`src/rtl/evt_pkg.sv`:
```
package evt_pkg;

    localparam int CNT_W  = 16;
    localparam int BYTE_W = 8;
    localparam int NFLAG  = 3;
    localparam int NVIEW  = 2;

    localparam logic [CNT_W-1:0] CNT_RESET = 16'hFFFC;

    // flag indices
    localparam int FL_CAP = 0;
    localparam int FL_CMP = 1;
    localparam int FL_OVF = 2;

    // counter views
    localparam int V_MAIN = 0;
    localparam int V_ALT  = 1;

    typedef enum logic [7:0] {
        A_CTRL   = 8'h12,
        A_STAT   = 8'h13,
        A_CAP_HI = 8'h14,
        A_CAP_LO = 8'h15,
        A_CMP_HI = 8'h16,
        A_CMP_LO = 8'h17,
        A_CNT_HI = 8'h18,
        A_CNT_LO = 8'h19,
        A_ALT_HI = 8'h1A,
        A_ALT_LO = 8'h1B
    } reg_addr_e;

    typedef struct packed {
        logic       cap_ie;
        logic       cmp_ie;
        logic       ovf_ie;
        logic [2:0] pad_hi;
        logic       rise;
        logic       pad_lo;
    } ctrl_t;

    function automatic ctrl_t ctrl_from_byte(input logic [BYTE_W-1:0] b);
        ctrl_t c;
        c        = ctrl_t'(b);
        c.pad_hi = '0;
        c.pad_lo = 1'b0;
        return c;
    endfunction

    function automatic logic [BYTE_W-1:0] status_byte(input logic [NFLAG-1:0] f);
        return {f[FL_CAP], f[FL_CMP], f[FL_OVF], 5'b00000};
    endfunction

endpackage

```
`src/rtl/evt_counter.sv`:
```
module evt_counter #(
    parameter int           W       = 16,
    parameter int           NV      = 2,
    parameter logic [W-1:0] RST_VAL = '0
) (
    input  logic                    clk,
    input  logic                    rst,
    input  logic                    run,
    input  logic [NV-1:0]           rd_hi,
    input  logic [NV-1:0]           rd_lo,
    output logic [W-1:0]            cnt,
    output logic [NV-1:0][W/2-1:0]  lo_view,
    output logic                    wrap
);
    localparam int           HALF = W / 2;
    localparam logic [W-1:0] ONE  = W'(1);

    always_ff @(posedge clk) begin
        if (rst)      cnt <= RST_VAL;
        else if (run) cnt <= cnt + ONE;
    end

    assign wrap = run && (cnt == '1);

    for (genvar v = 0; v < NV; v++) begin : g_view
        logic [HALF-1:0] frz_q;
        logic            held_q;

        always_ff @(posedge clk) begin
            if (rst) begin
                frz_q  <= '0;
                held_q <= 1'b0;
            end else if (rd_hi[v]) begin
                frz_q  <= cnt[HALF-1:0];
                held_q <= 1'b1;
            end else if (rd_lo[v]) begin
                held_q <= 1'b0;
            end
        end

        assign lo_view[v] = held_q ? frz_q : cnt[HALF-1:0];
    end
endmodule

```
`src/rtl/evt_capture.sv`:
```
module evt_capture #(
    parameter int W    = 16,
    parameter int SYNC = 2
) (
    input  logic         clk,
    input  logic         rst,
    input  logic         pin,
    input  logic         rise_sel,
    input  logic         stop,
    input  logic [W-1:0] cnt,
    output logic [W-1:0] cap_val,
    output logic         cap_set
);
    logic [SYNC-1:0] sync_q;
    logic            prev_q;
    logic            stop_q;
    logic            pend_v;
    logic [W-1:0]    pend_val;
    logic            level;
    logic            edge_seen;
    logic            live_hit;
    logic            wake_hit;

    always_ff @(posedge clk) begin
        if (rst) sync_q <= '0;
        else     sync_q <= {sync_q[SYNC-2:0], pin};
    end

    assign level     = sync_q[SYNC-1];
    assign edge_seen = rise_sel ? (level & ~prev_q) : (~level & prev_q);
    assign live_hit  = edge_seen & ~stop;
    assign wake_hit  = stop_q & ~stop & pend_v;
    assign cap_set   = live_hit | wake_hit;

    always_ff @(posedge clk) begin
        if (rst) begin
            prev_q   <= 1'b0;
            stop_q   <= 1'b0;
            pend_v   <= 1'b0;
            pend_val <= '0;
            cap_val  <= '0;
        end else begin
            prev_q <= level;
            stop_q <= stop;
            if (live_hit)      cap_val <= cnt;
            else if (wake_hit) cap_val <= pend_val;
            if (stop) begin
                if (edge_seen && !pend_v) begin
                    pend_v   <= 1'b1;
                    pend_val <= cnt;
                end
            end else begin
                pend_v <= 1'b0;
            end
        end
    end
endmodule

```
`src/rtl/evt_flags.sv`:
```
module evt_flags #(
    parameter int N = 3
) (
    input  logic         clk,
    input  logic         rst,
    input  logic [N-1:0] set,
    input  logic         stat_acc,
    input  logic [N-1:0] data_acc,
    output logic [N-1:0] flag
);
    for (genvar i = 0; i < N; i++) begin : g_flag
        logic arm_q;

        always_ff @(posedge clk) begin
            if (rst) begin
                flag[i] <= 1'b0;
                arm_q   <= 1'b0;
            end else begin
                if (set[i])                      flag[i] <= 1'b1;
                else if (arm_q && data_acc[i])   flag[i] <= 1'b0;

                if (data_acc[i])                 arm_q <= 1'b0;
                else if (stat_acc && flag[i])    arm_q <= 1'b1;
            end
        end
    end
endmodule

```
`src/rtl/evt_timer.sv`:
```
module evt_timer
    import evt_pkg::*;
#(
    parameter int               SYNC_STAGES = 2,
    parameter logic [CNT_W-1:0] RESET_COUNT = CNT_RESET
) (
    input  logic              clk,
    input  logic              rst,
    input  logic [7:0]        bus_addr,
    input  logic              bus_rd,
    input  logic              bus_wr,
    input  logic [BYTE_W-1:0] bus_wdata,
    output logic [BYTE_W-1:0] bus_rdata,
    input  logic              cap_in,
    input  logic              stop_mode,
    input  logic              wait_mode,
    output logic              irq_cap,
    output logic              irq_cmp,
    output logic              irq_ovf,
    output logic              wait_wake
);
    localparam int HALF = CNT_W / 2;

    ctrl_t                        ctrl_q;
    logic [CNT_W-1:0]             cmp_q;
    logic [HALF-1:0]              cmp_hold_q;
    logic [CNT_W-1:0]             cnt_q;
    logic [CNT_W-1:0]             cap_q;
    logic [NVIEW-1:0][HALF-1:0]   lo_view;
    logic [NVIEW-1:0]             rd_hi;
    logic [NVIEW-1:0]             rd_lo;
    logic [NFLAG-1:0]             set_vec;
    logic [NFLAG-1:0]             acc_vec;
    logic [NFLAG-1:0]             flag_q;
    logic                         run;
    logic                         wrap;
    logic                         cap_set;
    logic                         acc;
    logic                         stat_acc;

    assign run      = ~stop_mode;
    assign acc      = bus_rd | bus_wr;
    assign stat_acc = acc && (bus_addr == A_STAT);

    assign rd_hi[V_MAIN] = bus_rd && (bus_addr == A_CNT_HI);
    assign rd_lo[V_MAIN] = bus_rd && (bus_addr == A_CNT_LO);
    assign rd_hi[V_ALT]  = bus_rd && (bus_addr == A_ALT_HI);
    assign rd_lo[V_ALT]  = bus_rd && (bus_addr == A_ALT_LO);

    evt_counter #(.W(CNT_W), .NV(NVIEW), .RST_VAL(RESET_COUNT)) u_cnt (
        .clk     (clk),
        .rst     (rst),
        .run     (run),
        .rd_hi   (rd_hi),
        .rd_lo   (rd_lo),
        .cnt     (cnt_q),
        .lo_view (lo_view),
        .wrap    (wrap)
    );

    evt_capture #(.W(CNT_W), .SYNC(SYNC_STAGES)) u_cap (
        .clk      (clk),
        .rst      (rst),
        .pin      (cap_in),
        .rise_sel (ctrl_q.rise),
        .stop     (stop_mode),
        .cnt      (cnt_q),
        .cap_val  (cap_q),
        .cap_set  (cap_set)
    );

    // compare register: high byte is staged, low-byte write commits
    always_ff @(posedge clk) begin
        if (rst) begin
            ctrl_q     <= '0;
            cmp_q      <= '0;
            cmp_hold_q <= '0;
        end else if (bus_wr) begin
            case (bus_addr)
                A_CTRL:   ctrl_q     <= ctrl_from_byte(bus_wdata);
                A_CMP_HI: cmp_hold_q <= bus_wdata;
                A_CMP_LO: cmp_q      <= {cmp_hold_q, bus_wdata};
                default:  ;
            endcase
        end
    end

    assign set_vec[FL_CAP] = cap_set;
    assign set_vec[FL_CMP] = run && (cnt_q == cmp_q);
    assign set_vec[FL_OVF] = wrap;

    assign acc_vec[FL_CAP] = acc && (bus_addr == A_CAP_LO);
    assign acc_vec[FL_CMP] = acc && (bus_addr == A_CMP_LO);
    assign acc_vec[FL_OVF] = acc && (bus_addr == A_CNT_LO);

    evt_flags #(.N(NFLAG)) u_flags (
        .clk      (clk),
        .rst      (rst),
        .set      (set_vec),
        .stat_acc (stat_acc),
        .data_acc (acc_vec),
        .flag     (flag_q)
    );

    assign irq_cap   = flag_q[FL_CAP] & ctrl_q.cap_ie;
    assign irq_cmp   = flag_q[FL_CMP] & ctrl_q.cmp_ie;
    assign irq_ovf   = flag_q[FL_OVF] & ctrl_q.ovf_ie;
    assign wait_wake = wait_mode & (irq_cap | irq_cmp | irq_ovf);

    always_comb begin
        bus_rdata = '0;
        if (bus_rd) begin
            case (bus_addr)
                A_CTRL:   bus_rdata = ctrl_q;
                A_STAT:   bus_rdata = status_byte(flag_q);
                A_CAP_HI: bus_rdata = cap_q[CNT_W-1:HALF];
                A_CAP_LO: bus_rdata = cap_q[HALF-1:0];
                A_CMP_HI: bus_rdata = cmp_q[CNT_W-1:HALF];
                A_CMP_LO: bus_rdata = cmp_q[HALF-1:0];
                A_CNT_HI: bus_rdata = cnt_q[CNT_W-1:HALF];
                A_CNT_LO: bus_rdata = lo_view[V_MAIN];
                A_ALT_HI: bus_rdata = cnt_q[CNT_W-1:HALF];
                A_ALT_LO: bus_rdata = lo_view[V_ALT];
                default:  bus_rdata = '0;
            endcase
        end
    end
endmodule

```
`config.mk`:
```
export PLATFORM = sky130hd
export DESIGN_NAME = evt_timer
export DESIGN_NICKNAME = d
export VERILOG_FILES = /design/src/rtl/evt_pkg.sv /design/src/rtl/evt_counter.sv /design/src/rtl/evt_capture.sv /design/src/rtl/evt_flags.sv /design/src/rtl/evt_timer.sv
export SDC_FILE = /design/constraint.sdc
export NUM_CORES = 1
export LEC_CHECK = 0
export BUFFER_PORTS_ARGS = -buffer_cell sky130_fd_sc_hd__buf_2
export CAP_MARGIN = 20
export CELL_PAD_IN_SITES_DETAIL_PLACEMENT = 0
export CELL_PAD_IN_SITES_GLOBAL_PLACEMENT = 1
export CORE_MARGIN = 1.5
export CORE_UTILIZATION = 35
export DETAILED_ROUTE_END_ITERATION = 7
export PLACE_DENSITY = 0.61
export SLEW_MARGIN = 10
export SYNTH_ARGS = -nofsm -noshare
export SYNTH_HDL_FRONTEND = slang
export SYNTH_SLANG_ARGS = --single-unit
```
`constraint.sdc`:
```
create_clock -name clk -period 2.8 [get_ports clk]
set_clock_uncertainty 0.15 [all_clocks]
set_input_delay 0.42 -clock clk [delete_from_list [all_inputs] [get_ports clk]]
set_output_delay 0.42 -clock clk [all_outputs]
set_load 0.05 [all_outputs]
```
==> results.py, run 1 <==
metrics = {
    "outcome": {
        "status": "complete, no violations",
    },
    "power": {
        "p_leak_uw": 0.00214,
        "ir_worst_vdd_uv": 276,
        "power_density_mw_per_mm2": 554,
    },
    "sta": {
        "max_slew_margin_pct": 53.5,
        "finalWorstSetupSlack_ns": 0.160,
        "hold_viol_final": 0,
        "tightest_slew_ns": 0.691,
        "min_period_ns": 2.64,
        "whs_ns": 0.118,
        "fin_crit_sh_pct": 94.3,
        "setup_viol": 0,
        "fmax_mhz": 379,
        "slew_violations": 0,
        "rsz0062_at_grt": "false",
    },
    "global_routing": {
        "antenna_found_initial": 0,
        "grt_usage_pct": 19.6,
        "overflow": 0,
        "grt_pass1_vias": 3763,
        "grt_pass1_wl_um": 21700,
        "grt_max_degree": 33,
    },
    "final_layout": {
        "num-fill-cells": 1352,
        "mostFrequentLayoutCells": "105 x dfxtp_1, 91 x nor2_1, 69 x mux2i_1",
        "antennaDiodeCount": 0,
        "final_core_util_pct": 40.9,
        "drive_gt1_share_pct": 16.6,
        "fin_nets": 574,
        "stdcell_area_sq_mm": 0.00566,
        "instances_no_fill": 735,
        "area_growth_pct": 14.4,
        "final_common_cell": "dfxtp_1",
    },
    "die": {
        "fp.dieArea_sq_mm": 0.0149,
        "core_area_sq_mm": 0.0138,
        "start_util_pct": 35.8,
        "dieHeight_um": 122,
        "row_count": 43,
        "die_w_um": 122,
        "design.portCount": 35,
    },
    "clock_tree": {
        "cts-root-buf": "clkbuf_16",
        "clock_sink_count": 105,
        "cts_buffer_depth": 2,
        "clock_latency_ns": 0.36,
        "cts_made_buffers": 9,
        "cts_max_level": 3,
        "post_cts_buffers": 0,
        "cts_hold_buf": 0,
        "tritoncts": "done",
        "clkTransAtPathRegs_ns": 0.08,
        "ctsResizeCount": 0,
    },
    "synth": {
        "synthCells": 531,
        "ys.flop_type": "dfxtp_1",
        "yosysWarnings": 0,
        "async_reset_ff_share_pct": 0,
        "seq_area_frac_synth_pct": 42.5,
        "ys_ff_latch": 105,
        "syn_avg_cell_area_sq_um": 9.31,
        "netlist_area_sq_mm": 0.00495,
        "synth_cell_types": 50,
        "synth_edf_count": 0,
        "syn-num-nets": 555,
    },
    "place": {
        "place_area_sq_mm": 0.00532,
        "portBuffers": 34,
        "place_ws_ns": 0.180,
        "dpl.hpwl_um": 9880,
        "place_inst": 719,
        "gp_congestion": 0.818,
    },
    "worst_setup_path": {
        "worst-setup-path-type": "reg2out",
        "critPathBufInv": 1,
        "worstPathMaxFanout": 7,
        "worst_setup_path_end_kind": "primary output",
        "path_cells": "nor2b_1 -> a221oi_1 -> o32ai_2 -> buf_2",
        "arrival_ns": 2.07,
        "worst_path_dominant_cell_family": "compound AO/OA/AOI/OAI gates",
        "slowest_delay_ns": 0.46,
        "startpoint_type": "register",
        "crit_slowest_cell": "nor2b_1",
        "required_ns": 2.23,
    },
    "route": {
        "via_per_inst": 5.39,
        "wire_per_inst_um": 18.6,
        "wl_um": 13700,
        "drt-initial-drc-count": 423,
        "antenna_left": 0,
        "drt_first_pass_iters": 5,
        "num_vias": 3965,
        "drc_errors": 0,
    },
    "job": {
        "max-cap-violations": 0,
    },
    "worst_hold_path": {
        "min_path_type": "in2reg",
    },
}
[flip-flops by register name, indices dropped and copies added (netlist names)]
register              cells
cmp_hold_q                8
cmp_q                    16
ctrl_q                    4
u_cap.cap_val            16
u_cap.pend_v              1
u_cap.pend_val           16
u_cap.prev_q              1
u_cap.stop_q              1
u_cap.sync_q              2
u_cnt.cnt                16
u_cnt.g_view.frz_q       16
u_cnt.g_view.held_q       2
u_flags.flag              3
u_flags.g_flag.arm_q      3
[cell families (layout without fill, tap and decap cells)]
| logic type | Yosys count | count (layout) | synth area share, % |
|---|---|---|---|
| compound gates | 68 | 68 | 10.8 |
| xor+xnor | 25 | 25 | 4.43 |
| fa+ha+maj | 1 | 1 | 0.253 |
| buf+inv | 54 | 78 | 5.14 |
| flops | 105 | 105 | 42.5 |
| mux | 74 | 74 | 16.2 |
| simple gates | 204 | 204 | 20.6 |
[power by group]
group / internal [uW] / switching, uW / leakage, uW
Clock: 801 / 605 / 0.000157
Combinational: 73.0 / 118 / 0.00113
Sequential: 1510 / 30.1 / 0.000849
Total: 2390 / 753 / 0.00214
[synth_stat cells (2+ instances only)]
cell type / instances / area share (%)
buf_1: 3 / 0.23
xor2_1: 7 / 1.2
nor3_4: 2 / 0.66
or3_1: 4 / 0.51
a311oi_1: 2 / 0.35
nand3b_1: 5 / 0.76
a22oi_1: 2 / 0.30
mux2i_1: 69 / 14
and3b_1: 2 / 0.35
nand4_1: 10 / 1.3
nand2_1: 24 / 1.8
mux4_2: 5 / 2.3
o31ai_1: 2 / 0.30
a21oi_1: 11 / 1.1
inv_1: 8 / 0.61
buf_2: 10 / 1.0
and2_1: 3 / 0.38
nor2b_1: 9 / 1.1
nand2b_1: 3 / 0.38
o22ai_1: 2 / 0.25
o211ai_1: 2 / 0.30
a222oi_1: 16 / 3.2
o31a_1: 2 / 0.35
nor3_1: 10 / 1.0
nor4_1: 4 / 0.51
clkbuf_1: 29 / 2.2
buf_6: 3 / 0.68
xnor2_1: 18 / 3.2
dfxtp_1: 105 / 42
o21ai_0: 10 / 1.0
nor2_1: 91 / 6.9
a221oi_1: 7 / 1.2
or3b_2: 2 / 0.35
o32ai_1: 7 / 1.2
and3_1: 5 / 0.63
nand3_1: 23 / 2.3
[path summary, 6_finish.rpt]
check                                           start                    endpoint  slack, ns  cells past startpoint
setup / recovery  u_cnt.g_view[0].held_q$_SDFFE_PP0P_                bus_rdata[5]       0.16                      4
hold / removal                                 cap_in  u_cap.sync_q[0]$_SDFF_PP0_       0.12                      2
setup reg to reg            u_cnt.cnt[0]$_SDFFE_PP0N_  u_cnt.cnt[14]$_SDFFE_PP1N_       0.54                      5
hold reg to reg            u_cap.sync_q[0]$_SDFF_PP0_  u_cap.sync_q[1]$_SDFF_PP0_       0.29                      1
[final cells by class]
cell class | instances | area (sq um) | area share, %
inverters | 8 | 30.0 | 0.531
clock inverters | 7 | 111 | 1.97
multi-input cells | 372 | 2650 | 46.8
clock buffers | 9 | 225 | 3.98
well taps | 180 | 225 | 3.98
repair buffers | 54 | 320 | 5.66
flip-flops and latches | 105 | 2100 | 37.1
[stage by stage]
stage,TNS (ns),total power (uW)
6_report,0,3140
4_1_cts,0,3190
2_1_floorplan,-1.23,1700
3_5_place_dp,0,1770
3_3_place_gp,0,1770
5_1_grt,0,3270
[layer usage]
| metal | global-route usage, % | vias to the layer above | routed length (um) |
|---|---|---|---|
| met5 | 0 | - | 0 |
| met4 | 7.79 | 0 | 378 |
| met3 | 4.92 | 22 | 659 |
| met2 | 29.9 | 82 | 6290 |
| met1 | 26.4 | 1919 | 6330 |
| li1 | - | 1942 | - |
No activity file was read; power rests on OpenSTA's default activity.
==> inputs of run 2 (changes only) <==
--- a/config.mk
+++ b/config.mk
@@ -5,14 +5,14 @@
 export SDC_FILE = /design/constraint.sdc
 export NUM_CORES = 1
 export LEC_CHECK = 0
-export BUFFER_PORTS_ARGS = -buffer_cell sky130_fd_sc_hd__buf_2
 export CAP_MARGIN = 20
 export CELL_PAD_IN_SITES_DETAIL_PLACEMENT = 0
 export CELL_PAD_IN_SITES_GLOBAL_PLACEMENT = 1
 export CORE_MARGIN = 1.5
 export CORE_UTILIZATION = 35
 export DETAILED_ROUTE_END_ITERATION = 7
-export PLACE_DENSITY = 0.61
+export DONT_BUFFER_PORTS = 1
+export PLACE_DENSITY = 0.59
 export SLEW_MARGIN = 10
 export SYNTH_ARGS = -nofsm -noshare
 export SYNTH_HDL_FRONTEND = slang
==> run 2 against run 1 <==
Effect of this change:
- via count down 1.9%
- sequential power about the same
- critical path type unchanged
- count of clock-buffer cells in the layout up 1
- largest cell class unchanged
- cell area down 1.9%
- register-to-register slack better by 0.11 ns
- flip-flop and latch count unchanged
==> results.py, run 2 (same netlist as run 1, synthesis figures left out) <==
metrics = {
    "route": {
        "num_vias": 3890,
        "drt_first_pass_iters": 5,
        "drc_errors": 0,
        "via_per_inst": 5.52,
        "drt-initial-drc-count": 371,
        "antenna_left": 0,
        "wl_um": 13600,
        "wire_per_inst_um": 19.3,
    },
    "clock_tree": {
        "clock_latency_ns": 0.35,
        "tritoncts": "done",
        "cts_buffer_depth": 2,
        "cts_hold_buf": 1,
        "cts_max_level": 3,
        "ctsResizeCount": 0,
        "cts_made_buffers": 9,
        "clkTransAtPathRegs_ns": 0.07,
        "post_cts_buffers": 0,
        "cts-root-buf": "clkbuf_16",
        "clock_sink_count": 105,
    },
    "worst_setup_path": {
        "crit_slowest_cell": "a311o_1",
        "slowest_delay_ns": 0.38,
        "startpoint_type": "register",
        "r2r-end": "u_cnt.cnt[15]$_SDFFE_PP1N_",
        "r2r_slack_ns": 0.65,
        "arrival_ns": 2.02,
        "crit_start": "u_cnt.g_view[0].held_q$_SDFFE_PP0P_",
        "rr_startpoint": "u_cnt.cnt[2]$_SDFFE_PP1N_",
        "worst_setup_path_end_kind": "primary output",
        "crit_end": "bus_rdata[6]",
        "path_cells": "mux2i_1 -> buf_4 -> nand2_1 -> a311o_1 -> a21oi_2 -> buf_12",
        "worst-setup-path-type": "reg2out",
        "worstPathMaxFanout": 5,
        "required_ns": 2.23,
        "reg2reg_depth": 4,
    },
    "place": {
        "dpl.hpwl_um": 9290,
        "gp_congestion": 0.820,
        "portBuffers": 0,
        "place_ws_ns": 0.306,
        "place_inst": 688,
        "place_area_sq_mm": 0.00519,
    },
    "outcome": {
        "status": "complete, no violations",
    },
    "sta": {
        "setup_viol": 0,
        "slew_violations": 0,
        "max_slew_margin_pct": 54.6,
        "hold_viol_final": 0,
        "rsz0062_at_grt": "false",
        "min_period_ns": 2.59,
        "finalWorstSetupSlack_ns": 0.206,
        "tightest_slew_ns": 0.680,
        "fin_crit_sh_pct": 92.7,
        "fmax_mhz": 385,
    },
    "global_routing": {
        "grt_usage_pct": 19.5,
        "grt_pass1_vias": 3601,
        "grt_pass1_wl_um": 21500,
        "antenna_found_initial": 0,
        "overflow": 0,
        "grt_max_degree": 90,
    },
    "die": {
        "row_count": 43,
        "die_w_um": 122,
        "design.portCount": 35,
        "core_area_sq_mm": 0.0138,
        "start_util_pct": 35.8,
        "dieHeight_um": 122,
        "fp.dieArea_sq_mm": 0.0149,
    },
    "final_layout": {
        "antennaDiodeCount": 0,
        "stdcell_area_sq_mm": 0.00556,
        "fin_nets": 544,
        "drive_gt1_share_pct": 11.8,
        "area_growth_pct": 12.3,
        "seq_area_sq_mm": 0.00210,
        "final_common_cell": "dfxtp_1",
        "instances_no_fill": 705,
        "multi_input_area_sq_mm": 0.00265,
        "mostFrequentLayoutCells": "105 x dfxtp_1, 91 x nor2_1, 69 x mux2i_1",
        "num-fill-cells": 1375,
    },
    "job": {
        "max-cap-violations": 0,
    },
    "worst_hold_path": {
        "min_path_type": "in2reg",
        "hp-start": "rst",
    },
    "power": {
        "ir_worst_vdd_uv": 273,
        "power_density_mw_per_mm2": 558,
        "p_leak_uw": 0.00203,
    },
}
-- run 2: cell count changes in the layout (fill, tap and decap cells not counted) --
cell	before	now
buf_2	34	0
inv_8	1	0
clkbuf_8	0	1
buf_16	0	1
buf_12	0	1
buf_4	20	22
-- run 2: area by class of cell --
class                   instances  share of cell area [%]
clock buffers                  10                    4.30
well taps                     180                    4.05
clock inverters                 6                    1.80
repair buffers                 24                    3.83
inverters                       8                   0.541
multi-input cells             372                    47.6
flip-flops and latches        105                    37.8
-- run 2: metal layers --
metal | wire length [um] | GRT usage [%] | vias up
met2 | 6260 | 30.8 | 101
met1 | 6500 | 26.4 | 1884
met5 | 0 | 0 | -
met3 | 690 | 4.92 | 13
met4 | 154 | 5.59 | 0
li1 | - | - | 1892
-- run 2: metrics by stage --
| stage | power [uW] | TNS [ns] | util, % | hold WS (ns) |
|---|---|---|---|---|
| 2_1_floorplan | 1700 | -1.23 | - | 0.264 |
| 3_3_place_gp | 1690 | 0 | 37.5 | 0.275 |
| 3_5_place_dp | 1700 | 0 | 37.5 | 0.285 |
| 4_1_cts | 3150 | 0 | 40.2 | 0.0123 |
| 5_1_grt | 3220 | 0 | 40.2 | 0.0240 |
| 6_report | 3100 | 0 | 40.2 | 0.0374 |
-- run 2: worst min-delay path by stage --
stage / to / slack [ns] / cells past startpoint
finish: u_cnt.cnt[14]$_SDFFE_PP1N_ / 0.04 / 1
global route: u_cnt.cnt[14]$_SDFFE_PP1N_ / 0.02 / 1
global placement: u_cap.sync_q[1]$_SDFF_PP0_ / 0.27 / 1
detailed placement: u_flags.flag[0]$_SDFFE_PP0P_ / 0.28 / 1
CTS: u_cnt.cnt[14]$_SDFFE_PP1N_ / 0.01 / 1
floorplan: u_cap.sync_q[1]$_SDFF_PP0_ / 0.26 / 1
-- run 2: power by group --
part / total [uW] / switching (uW) / internal, uW
clock network: 1410 / 594 / 819
registers: 1540 / 28.1 / 1510
logic: 145 / 83.1 / 62.2
total: 3100 / 705 / 2390
-- run 2: worst max-delay path: cells and delay by family (launching register included) --
kind	cells	cell delay [ns]
AO/OA/AOI/OAI	2	0.57
multiplexers	1	0.34
buffers and inverters	2	0.35
flip-flops	1	0.34
AND/OR/NAND/NOR	1	0.07
==> inputs of run 3 (changes only) <==
--- a/config.mk
+++ b/config.mk
@@ -9,10 +9,10 @@
 export CELL_PAD_IN_SITES_DETAIL_PLACEMENT = 0
 export CELL_PAD_IN_SITES_GLOBAL_PLACEMENT = 1
 export CORE_MARGIN = 1.5
-export CORE_UTILIZATION = 35
+export CORE_UTILIZATION = 49
 export DETAILED_ROUTE_END_ITERATION = 7
 export DONT_BUFFER_PORTS = 1
-export PLACE_DENSITY = 0.59
+export PLACE_DENSITY = 0.78
 export SLEW_MARGIN = 10
 export SYNTH_ARGS = -nofsm -noshare
 export SYNTH_HDL_FRONTEND = slang
==> run 3 against run 2 <==
Effect of this change:
- die area is 28% lower
- register-to-register slack better by 0.04 ns
- critical path depth is 1 lower
- non-clock buffer count is 1 higher
- hold slack worse by 0.023 ns
- combinational power hardly changed
- fmax is 0.23% higher
==> results.py, run 3 (same netlist as run 1, synthesis figures left out) <==
metrics = {
    "global_routing": {
        "overflow": 0,
        "grt_max_degree": 90,
        "antenna_found_initial": 0,
        "grt_pass1_wl_um": 19300,
        "grt_usage_pct": 24.0,
        "grt_pass1_vias": 3599,
    },
    "clock_tree": {
        "cts-root-buf": "clkbuf_8",
        "cts_made_buffers": 9,
        "cts_buffer_depth": 2,
        "clock_sink_count": 105,
        "clkTransAtPathRegs_ns": 0.10,
        "tritoncts": "done",
        "cts_max_level": 3,
        "post_cts_buffers": 0,
        "clock_latency_ns": 0.38,
        "cts_hold_buf": 2,
        "ctsResizeCount": 0,
    },
    "worst_setup_path": {
        "worst-setup-path-type": "reg2out",
        "worst_setup_path_end_kind": "primary output",
        "arrival_ns": 2.02,
        "required_ns": 2.23,
        "startpoint_type": "register",
        "worstPathMaxFanout": 10,
    },
    "route": {
        "drt_first_pass_iters": 7,
        "via_per_inst": 5.96,
        "wire_per_inst_um": 19.1,
        "drt-initial-drc-count": 370,
        "wl_um": 12600,
        "antenna_left": 0,
        "num_vias": 3927,
        "drc_errors": 0,
    },
    "final_layout": {
        "fin_nets": 545,
        "final_common_cell": "dfxtp_1",
        "area_growth_pct": 8.83,
        "drive_gt1_share_pct": 11.4,
        "stdcell_area_sq_mm": 0.00538,
        "instances_no_fill": 659,
        "mostFrequentLayoutCells": "105 x dfxtp_1, 91 x nor2_1, 69 x mux2i_1",
        "antennaDiodeCount": 0,
        "num-fill-cells": 907,
    },
    "sta": {
        "fmax_mhz": 386,
        "rsz0062_at_grt": "false",
        "tightest_slew_ns": 0.641,
        "max_slew_margin_pct": 57.1,
        "hold_viol_final": 0,
        "finalWorstSetupSlack_ns": 0.212,
        "fin_crit_sh_pct": 92.4,
        "min_period_ns": 2.59,
        "setup_viol": 0,
        "slew_violations": 0,
    },
    "power": {
        "p_leak_uw": 0.00197,
        "power.total_uw": 2680,
        "power_density_mw_per_mm2": 497,
        "seqPwrFrac_pct": 57.5,
        "p_comb_share_pct": 5.5,
        "internal_power_uw": 2030,
        "clock_power_share_pct": 36.9,
        "p_switching_uw": 646,
        "swShare_pct": 24.2,
        "ir_worst_vdd_uv": 390,
    },
    "die": {
        "start_util_pct": 50.6,
        "fp.dieArea_sq_mm": 0.0107,
        "dieHeight_um": 103,
        "row_count": 36,
        "die_w_um": 103,
        "design.portCount": 35,
        "core_area_sq_mm": 0.00977,
    },
    "worst_hold_path": {
        "min_path_type": "in2reg",
    },
    "outcome": {
        "status": "complete, no violations",
    },
    "place": {
        "portBuffers": 0,
        "place_ws_ns": 0.299,
        "place_area_sq_mm": 0.00512,
        "dpl.hpwl_um": 8540,
        "place_inst": 640,
        "gp_congestion": 0.864,
    },
    "job": {
        "max-cap-violations": 0,
    },
}
==> run 3: changes by cell type in the layout (fill, tap and decap cells not counted), sizes merged <==
cell and change:
dlygate4sd3 +2, clkinvlp -1, clkbuf +1, inv +1, bufinv -1, buf -1
==> run 3: power by group through the flow <==
stage	registers (uW)	logic, uW	clock network [uW]
after global placement	1570	120	0
after global routing	1540	162	1060
after detailed placement	1570	121	0
after floorplan	1550	145	0
after CTS	1540	146	1010
final	1540	148	988
==> run 3: area by class of cell <==
class | instances | area, sq um | share of cell area [%]
tap | 133 | 166 | 3.09
multi-input combinational | 372 | 2650 | 49.2
sequential | 105 | 2100 | 39.1
clock inverter | 5 | 71.3 | 1.32
inverter | 8 | 30.0 | 0.558
clock buffer | 11 | 141 | 2.63
timing repair buffer | 25 | 225 | 4.18
==> run 3: final timing paths <==
| check | cells past startpoint | end | startpoint | slack, ns |
|---|---|---|---|---|
| worst min register to register | 1 | u_cap.sync_q[1]$_SDFF_PP0_ | u_cap.sync_q[0]$_SDFF_PP0_ | 0.30 |
| worst min-delay path | 1 | u_cnt.cnt[14]$_SDFFE_PP1N_ | rst | 0.01 |
| worst max-delay path | 5 | bus_rdata[1] | u_cnt.g_view[1].held_q$_SDFFE_PP0P_ | 0.21 |
| worst max register to register | 4 | u_cnt.cnt[15]$_SDFFE_PP1N_ | u_cnt.cnt[4]$_SDFFE_PP1N_ | 0.69 |
==> run 3: routing by layer <==
| layer | track usage (%) | vias to the layer above | routed length [um] |
|---|---|---|---|
| met2 | 38.5 | 111 | 5980 |
| li1 | - | 1887 | - |
| met1 | 32.2 | 1910 | 5760 |
| met4 | 8.00 | 0 | 226 |
| met3 | 5.11 | 19 | 630 |
| met5 | 0 | - | 0 |
==> run 3: stage by stage <==
stage | TNS (ns) | hold WS, ns | utilization, %
finish | 0 | 0.0142 | 55.1
CTS | 0 | 0.00215 | 55.0
global placement | 0 | 0.272 | 52.4
global route | 0 | 0.00220 | 55.1
detailed placement | 0 | 0.276 | 52.4
floorplan | -1.23 | 0.264 | -
==> run 3: worst max-delay path: stages, from the launching register on <==
cell and delay, ns:
dfxtp_1 0.52, mux2i_1 0.14, buf_4 0.19, a221oi_1 0.44, o32ai_2 0.16, buf_4 0.21
